==> src/rtl/bootcfg_pkg.sv <==
package bootcfg_pkg;
  localparam int WORD_W   = 32;
  localparam int WORD_TOP = WORD_W - 1;
  // bit positions of the decoded fields in the captured word
  localparam int PLL_HI   = 31;
  localparam int PLL_LO   = 27;
  localparam int PLL_W    = PLL_HI - PLL_LO + 1;
  localparam int BUS_BIT  = 26;
  localparam int MUL_BIT  = 25;
  localparam int VCO_BIT  = 24;
  localparam int VEC_BIT  = 21;
  localparam int WAIT_BIT = 20;
  localparam int SWAP_BIT = 19;
  localparam int WAIT_W   = 6;
endpackage

==> src/rtl/bootcfg_rst_sync.sv <==
module bootcfg_rst_sync #(
  parameter int STAGES = 2
) (
  input  logic clk,
  input  logic arst_n,
  output logic rst_n
);
  logic [STAGES-1:0] sr_q, sr_d;

  always_comb begin
    sr_d = {sr_q[STAGES-2:0], 1'b1};
  end

  always_ff @(posedge clk or negedge arst_n) begin
    if (!arst_n) sr_q <= '0;
    else         sr_q <= sr_d;
  end

  assign rst_n = sr_q[STAGES-1];
endmodule

==> src/rtl/bootcfg_pad_sync.sv <==
module bootcfg_pad_sync #(
  parameter int W      = 13,
  parameter int STAGES = 2
) (
  input  logic         clk,
  input  logic [W-1:0] din,
  output logic [W-1:0] dout
);
  // runs without reset: it must sample while the chip is held in reset
  logic [W-1:0] st_q [STAGES];

  for (genvar s = 0; s < STAGES; s++) begin : g_stage
    if (s == 0) begin : g_first
      always_ff @(posedge clk) st_q[s] <= din;
    end else begin : g_next
      always_ff @(posedge clk) st_q[s] <= st_q[s-1];
    end
  end

  assign dout = st_q[STAGES-1];
endmodule

==> src/rtl/bootcfg_capture.sv <==
module bootcfg_capture
  import bootcfg_pkg::*;
#(
  parameter int W        = 13,
  parameter int HOLE_PAD = 9
) (
  input  logic              clk,
  input  logic              rst_n,
  input  logic [W-1:0]      pads_sync,
  output logic [WORD_W-1:0] word
);
  localparam logic [W-1:0] KEEP_MASK = ~(W'(1) << HOLE_PAD);

  logic         load_en;
  logic [W-1:0] cap_q, cap_d;

  // load continuously while reset is held; freeze on release
  assign load_en = !rst_n;

  always_comb begin
    cap_d = cap_q;
    if (load_en) cap_d = pads_sync & KEEP_MASK;
  end

  always_ff @(posedge clk) cap_q <= cap_d;

  for (genvar b = 0; b < WORD_W; b++) begin : g_word
    if (b > WORD_TOP - W) begin : g_pad
      assign word[b] = cap_q[WORD_TOP - b];
    end else begin : g_zero
      assign word[b] = 1'b0;
    end
  end


  word_hold_chk: assert property (@(posedge clk) disable iff (!rst_n)
    $past(rst_n) |-> $stable(word));
endmodule

==> src/rtl/bootcfg_decode.sv <==
module bootcfg_decode
  import bootcfg_pkg::*;
#(
  parameter int          WAIT_SHORT = 4,
  parameter int          WAIT_LONG  = 48,
  parameter logic [31:0] VEC_LOW    = 32'h0000_0100,
  parameter logic [31:0] VEC_HIGH   = 32'hFFF0_0100
) (
  input  logic [PLL_W-1:0]  pll_f,
  input  logic              bus_f,
  input  logic              mul_f,
  input  logic              vco_f,
  input  logic              vec_f,
  input  logic              wait_f,
  input  logic              swap_f,
  output logic [PLL_W-1:0]  core_pll_sel,
  output logic              bus_div8,
  output logic              sys_mul12,
  output logic              vco_x2,
  output logic [WORD_W-1:0] boot_vector,
  output logic [WAIT_W-1:0] rom_wait,
  output logic              rom_swap
);
  always_comb begin
    core_pll_sel = pll_f;
    bus_div8     = bus_f;
    sys_mul12    = mul_f;
    vco_x2       = vco_f;
    boot_vector  = vec_f ? VEC_HIGH : VEC_LOW;
    rom_wait     = wait_f ? WAIT_W'(WAIT_LONG) : WAIT_W'(WAIT_SHORT);
    rom_swap     = swap_f;
  end
endmodule

==> src/rtl/bootcfg_latch.sv <==
module bootcfg_latch
  import bootcfg_pkg::*;
#(
  parameter int          PAD_W       = 13,
  parameter int          SYNC_STAGES = 2,
  parameter int          HOLE_PAD    = 9,
  parameter int          WAIT_SHORT  = 4,
  parameter int          WAIT_LONG   = 48,
  parameter logic [31:0] VEC_LOW     = 32'h0000_0100,
  parameter logic [31:0] VEC_HIGH    = 32'hFFF0_0100
) (
  input  logic              clk,
  input  logic              por_n,
  input  logic              hrst_n,
  input  logic              srst_n,
  input  logic [PAD_W-1:0]  pad_in,
  input  logic [PAD_W-1:0]  func_out,
  output logic [PAD_W-1:0]  pad_out,
  output logic [PAD_W-1:0]  pad_oe,
  output logic [WORD_W-1:0] cfg_word,
  output logic [PLL_W-1:0]  core_pll_sel,
  output logic              bus_div8,
  output logic              sys_mul12,
  output logic              vco_x2,
  output logic [WORD_W-1:0] boot_vector,
  output logic [WAIT_W-1:0] rom_wait,
  output logic              rom_swap
);
  logic             raw_rst_n;
  logic             rst_n;
  logic [PAD_W-1:0] pads_sync;

  // only the two capture resets combine here; soft reset is not routed in
  assign raw_rst_n = por_n & hrst_n;

  bootcfg_rst_sync #(.STAGES(SYNC_STAGES)) u_rst (
    .clk(clk), .arst_n(raw_rst_n), .rst_n(rst_n)
  );

  bootcfg_pad_sync #(.W(PAD_W), .STAGES(SYNC_STAGES)) u_sync (
    .clk(clk), .din(pad_in), .dout(pads_sync)
  );

  bootcfg_capture #(.W(PAD_W), .HOLE_PAD(HOLE_PAD)) u_cap (
    .clk(clk), .rst_n(rst_n), .pads_sync(pads_sync), .word(cfg_word)
  );

  bootcfg_decode #(
    .WAIT_SHORT(WAIT_SHORT), .WAIT_LONG(WAIT_LONG),
    .VEC_LOW(VEC_LOW), .VEC_HIGH(VEC_HIGH)
  ) u_dec (
    .pll_f(cfg_word[PLL_HI:PLL_LO]), .bus_f(cfg_word[BUS_BIT]),
    .mul_f(cfg_word[MUL_BIT]), .vco_f(cfg_word[VCO_BIT]),
    .vec_f(cfg_word[VEC_BIT]), .wait_f(cfg_word[WAIT_BIT]),
    .swap_f(cfg_word[SWAP_BIT]),
    .core_pll_sel(core_pll_sel), .bus_div8(bus_div8), .sys_mul12(sys_mul12),
    .vco_x2(vco_x2), .boot_vector(boot_vector), .rom_wait(rom_wait),
    .rom_swap(rom_swap)
  );

  // per-pad tristate control
  for (genvar p = 0; p < PAD_W; p++) begin : g_pad
    assign pad_oe[p]  = rst_n;
    assign pad_out[p] = rst_n & func_out[p];
  end


  oe_off_in_reset_chk: assert property (@(posedge clk) disable iff (srst_n === 1'bx)
    !raw_rst_n |-> (pad_oe == '0));


  wait_legal_chk: assert property (@(posedge clk) disable iff (!rst_n)
    (rom_wait == WAIT_W'(WAIT_SHORT)) || (rom_wait == WAIT_W'(WAIT_LONG)));


  vector_legal_chk: assert property (@(posedge clk) disable iff (!rst_n)
    (boot_vector == VEC_LOW) || (boot_vector == VEC_HIGH));


  soft_rst_inert_chk: assert property (@(posedge clk) disable iff (!rst_n)
    (!srst_n && $past(rst_n)) |-> (&pad_oe && $stable(cfg_word)));
endmodule

==> config.mk <==
export PLATFORM = sky130hd
export DESIGN_NAME = bootcfg_latch
export DESIGN_NICKNAME = d
export VERILOG_FILES = /design/src/rtl/bootcfg_pkg.sv /design/src/rtl/bootcfg_rst_sync.sv /design/src/rtl/bootcfg_pad_sync.sv /design/src/rtl/bootcfg_capture.sv /design/src/rtl/bootcfg_decode.sv /design/src/rtl/bootcfg_latch.sv
export SDC_FILE = /design/constraint.sdc
export NUM_CORES = 1
export LEC_CHECK = 0
export ABC_AREA = 1
export ABC_CLOCK_PERIOD_IN_PS = 1370
export BUFFER_PORTS_ARGS = -buffer_cell sky130_fd_sc_hd__buf_4
export CAP_MARGIN = 20
export CELL_PAD_IN_SITES_DETAIL_PLACEMENT = 0
export CELL_PAD_IN_SITES_GLOBAL_PLACEMENT = 1
export CORE_UTILIZATION = 24
export DETAILED_ROUTE_END_ITERATION = 7
export PLACE_DENSITY = 0.87
export SYNTH_ARGS = -nofsm -noshare
export SYNTH_HDL_FRONTEND = slang
export SYNTH_SLANG_ARGS = --single-unit
==> constraint.sdc <==
create_clock -name clk -period 1.37 [get_ports clk]
set_clock_uncertainty 0.05 [all_clocks]
set_input_delay 0.0685 -clock clk [delete_from_list [all_inputs] [get_ports clk]]
set_output_delay 0.0685 -clock clk [all_outputs]
set_load 0.02 [all_outputs]
After elaboration in Yosys (flattened, before gate mapping)
Memories as Yosys holds them, arrays and structs flattened. A register that Yosys moved wholly into a read port is not among the register bits.
Index checks and enable logic that the tools add are counted.
{ "op_classes": {"add_sub_neg": 0, "mul": 0, "n_div": 0, "order_cmp": 0, "eq_ne": 0, "shifts": 0, "muxes": 2, "bitwise_logic": 14, "n_reduce_logical": 1} }
{ "op_table": {"columns": ["operator", "n"], "rows": [
  ["$mux 32", 1],
  ["$and 1x1->1", 14],
  ["$mux 6", 1],
  ["$logic_not 1->1", 1]
]} }
{ "totals": {"reg_bits": 2, "latch_bits": 0, "ram_bits": 26, "mem_bits_ro": 0, "input_bits": 30, "output_inout_bits": 105, "mem_count": 1} }
{ "mem_list": {"columns": ["memory", "depth", "word_bits", "read_ports", "rd_clocked_by_memory_dff", "wr", "line_no", "text"], "rows": [
  ["u_sync.st_q", 2, 13, 2, 1, 2, "bootcfg_pad_sync.sv:10", "logic [W-1:0] st_q [STAGES];"]
]} }

Longest topological paths before layout
{ "depth": {"word_depth": 1, "depth_mapped": 3, "mapped_depth_nobuf": 2} }

Hierarchy
Synthesis repeated with hierarchy kept, for this count alone.
{ "hier_totals": {"cells_unflattened": 167, "area_unflattened_um2": 1760.4} }
{ "by_module_without_submodules": {"columns": ["module", "instances", "cells_per_inst", "area_per_inst_um2", "seq_area_each_um2"], "rows": [
  ["bootcfg_pad_sync", 1, 39, 618.1, 520.5],
  ["bootcfg_capture", 1, 34, 518.0, 360.3],
  ["bootcfg_decode", 1, 49, 356.6, 0.0],
  ["bootcfg_latch", 1, 42, 214.0, 0.0],
  ["bootcfg_rst_sync", 1, 3, 53.8, 50.0]
]} }

Worst setup path before layout
OpenSTA, ideal clock, no wires.
{ "synth_path": {"path_kind": "reg-to-reg", "start": "register u_rst.sr_q[1]", "end": "register u_cap.cap_q[0], read port of u_sync.st_q (enable)", "setup_ps": 344, "t_arrival_ps": 965, "required_ps": 976, "slack_ps": 11, "stages_incl_launch_ff": 3, "path_buffers": 1, "path_cell_list": "dfrtp_1 buf_6 inv_1"} }
{ "synth_via": {"elab_chain_len": 1} }
{ "synth_lines": {"columns": ["element", "line_no", "text"], "rows": [
  ["start, declared", "bootcfg_rst_sync.sv:8", "logic [STAGES-1:0] sr_q, sr_d;"],
  ["start signal, assigned", "bootcfg_rst_sync.sv:16", "else sr_q <= sr_d;"],
  ["$logic_not 1->1 (no line)", null, null],
  ["end, declared", "bootcfg_capture.sv:15", "logic [W-1:0] cap_q, cap_d;"]
]} }
No other way between the ends.

Worst setup path in the final report
{ "layout_path": {"start": "register u_rst.sr_q[1]", "end": "output pad_out[2]"} }
{ "layout_via": {"elab_chain_len": 1} }
{ "layout_lines": {"columns": ["element", "line_no", "text"], "rows": [
  ["$and 1x1->1", "bootcfg_latch.sv:64", "assign pad_out[p] = rst_n & func_out[p];"],
  ["end, declared", "bootcfg_latch.sv:18", "output logic [PAD_W-1:0] pad_out,"]
]} }
No other way between the ends.

==> impl_results.md <==
* Sequential fraction of the synthesis area at 54.64%
* Gr ovfl total at 0
* Root buf cell: clkbuf_8
* Post-synthesis simple-gate area fraction at 3.223%
* I/O Buffers at 89
* Vias in the first global route at 856
* Clock transition at path regs at 60 ps
* Cell Pwr Density at 1245 mW/mm²
* R2r startpoint: u_rst.sr_q[1]
* CTS tree: yes
* Post-Layout Cell Count at 301
* Synth cell types at 8
* Post-route ant nets at 0
* Post-synthesis mux area share at 0%
* RSZ-0062 raised after global routing: no
* Worst EP arrival at 1100 ps
* Initial antenna violation count at 0
* Hold/Removal Path Class: input pin to asynchronous set/reset pin
* Crit end category: output port
* Vias at 906
* Final hold violations at 0
* Pwr Total at 0.002727 W
* Clk_lat worst skew at 280 ps
* Worst VDD drop at 1111 µV
* Syn Inst Count at 152
* Lkg Pwr at 1.185 nW
* Synthesized area at 0.001630 mm²
* Area Growth Syn to Fin at 34.38%
* Antenna diodes at 0
* Crit path max-delay cell type: dfrtp_1
* CP Cell Sequence: buf_6 > nand2_1 > inv_1 > buf_4
* Worst flop-to-flop path endpoint: u_cap.cap_q[2]
* Share of post-route cells with drive strength above 1 at 42.86%
* # fillers at 649
* Synth Area in Compound Gates at 0%
* Failing checks: design-rule violations
* GR Util All Layers at 6.995%
* Total core area at 0.006459 mm²
* Die X at 84.42 µm
* Detailed Routing Iterations Pass 1 at 8
* Avg WL per Cell at 8.346 µm
* Syn avg cell area at 10.73 µm²
* H-Tree Depth at 2
* I/O pin cnt at 135
* Setup TNS at 0 ps
* Synth Area in XOR/XNOR at 0%
* Startpoint Class: register
* Fin Hold WS at 154.3 ps
* GP Congestion at 0.6090
* Final WL at 2.512 mm
* DRC errors left at 12
* Post-DP HPWL at 1.923 mm
* CTS Buffer Depth at 2
* First-pass GRT wire length at 3.939 mm
* Max cap viols at 0
* CP required at 1250 ps
* Total Die Area at 0.007127 mm²
* Die Height at 84.42 µm
* Final setup vio count at 0
* Initial core utilization at 25.24%
* Ys Warns at 0
* Crit-path max FO at 26
* Nets@finish at 253
* DP Cell Count at 279
* Largest net degree at the start of global routing at 27
* Starting DRT DRC Count at 26
* Crit Path Class: register to output port
* Status: complete, but fails checks
* Commonest cells after routing, fill and taps aside: 89 x buf_4, 44 x conb_1, 24 x dfxtp_1
* CP max stage delay at 360 ps
* FF-to-FF setup slack at 260 ps
* Finished layout cell area at 0.002191 mm²
* Placement Cell Area at 0.001941 mm²
* Setup Fix Bufs, Post-CTS at 0
* CTS sink cnt at 38
* Period utilization at 89.30%
* Adder-cell share of the synthesized area at 0%
* Worst r2r path cells at 1
* Max-slew violations at 0
* Vias per inst at 3.010
* CTS buffer count at 5
* Total area of multi-input combinational cells at 217.7 µm²
* Max Clk Rate at 0.8174 GHz
* Commonest non-fill, non-tap cell in the layout: buf_4
* Main combinational cell family by area after synthesis: buffers and inverters
* Min Tclk post-route at 1223 ps
* # rows at 29
* Register area at 890.9 µm²
* Flops & latches, synth at 38
[report_power, final]
group | switching [W] | total, W | internal [W]
Clock | 0.000335 | 0.000879 | 0.000544
Sequential | 0.0000330 | 0.00127 | 0.00124
Combinational | 0.000350 | 0.000580 | 0.000231
Total | 0.000717 | 0.00273 | 0.00201
[metal layers]
| layer | part of all wire (%) | global-route usage, % | vias up |
|---|---|---|---|
| li1 | - | - | 465 |
| met1 | 33 | 6.288 | 398 |
| met2 | 61 | 14.16 | 39 |
| met3 | 4.5 | 2.950 | 4 |
| met4 | 0.76 | 1.849 | 0 |
| met5 | 0 | 0 | - |
[cell type report]
class                      count  area share [%]
clock buffer                   7           3.484
inverter                      16           2.741
timing repair buffer         104           37.41
sequential                    38           40.66
multi-input combinational     58           9.937
clock inverter                 1           1.371
tap                           77           4.397
[Yosys cell counts (all sizes together)]
cell / n / area, µm²
edfxtp: 12 / 360.4
dfrtp: 2 / 50.05
dfxtp: 24 / 480.5
inv: 16 / 60.06
nand2: 14 / 52.55
buf: 82 / 619.3
conb: 2 / 7.510
[timing repair]
action	4_1_cts	5_1_grt
endpoints found under the hold margin	14	0
resized for setup	0	1
endpoints found under the setup margin	0	5
hold buffers	14	0
[state kept, by name (all words and copies together), names as in the netlist]
register / count
u_sync.st_q: 24
u_cap.cap_q: 12
u_rst.sr_q: 2
[stage by stage]
step	worst slack, ps	utilization, %
after detailed placement	269.1	30.05
after global routing	36.21	33.92
final	146.6	33.92
after global placement	287.5	30.05
after CTS	85.20	33.86
after floorplan	10.97	-
[worst max-delay path by stage]
stage                   from         endpoint  slack [ps]  cells past startpoint
2_1_floorplan  u_rst.sr_q[1]   u_cap.cap_q[0]          10                      2
3_5_place_dp   u_rst.sr_q[1]   u_cap.cap_q[1]         270                      1
5_1_grt        u_rst.sr_q[1]       pad_out[6]          40                      4
6_report       u_rst.sr_q[1]       pad_out[2]         150                      4
4_1_cts        u_rst.sr_q[1]       pad_out[8]          90                      4
3_3_place_gp   u_rst.sr_q[1]  u_cap.cap_q[11]         290                      1
[cells by family (layout without fill, tap and decap cells)]
logic type / after synthesis / count (layout)
flops: 38 / 38
buf+inv: 98 / 128
simple gates: 14 / 14
other cells: 2 / 44
[worst max-delay path: cells and delay by family (launching register included)]
family,cells,cell delay (ps)
flip-flops,1,360
buffers and inverters,3,390
AND/OR/NAND/NOR,1,70
Power figures use the tool's default switching activity.
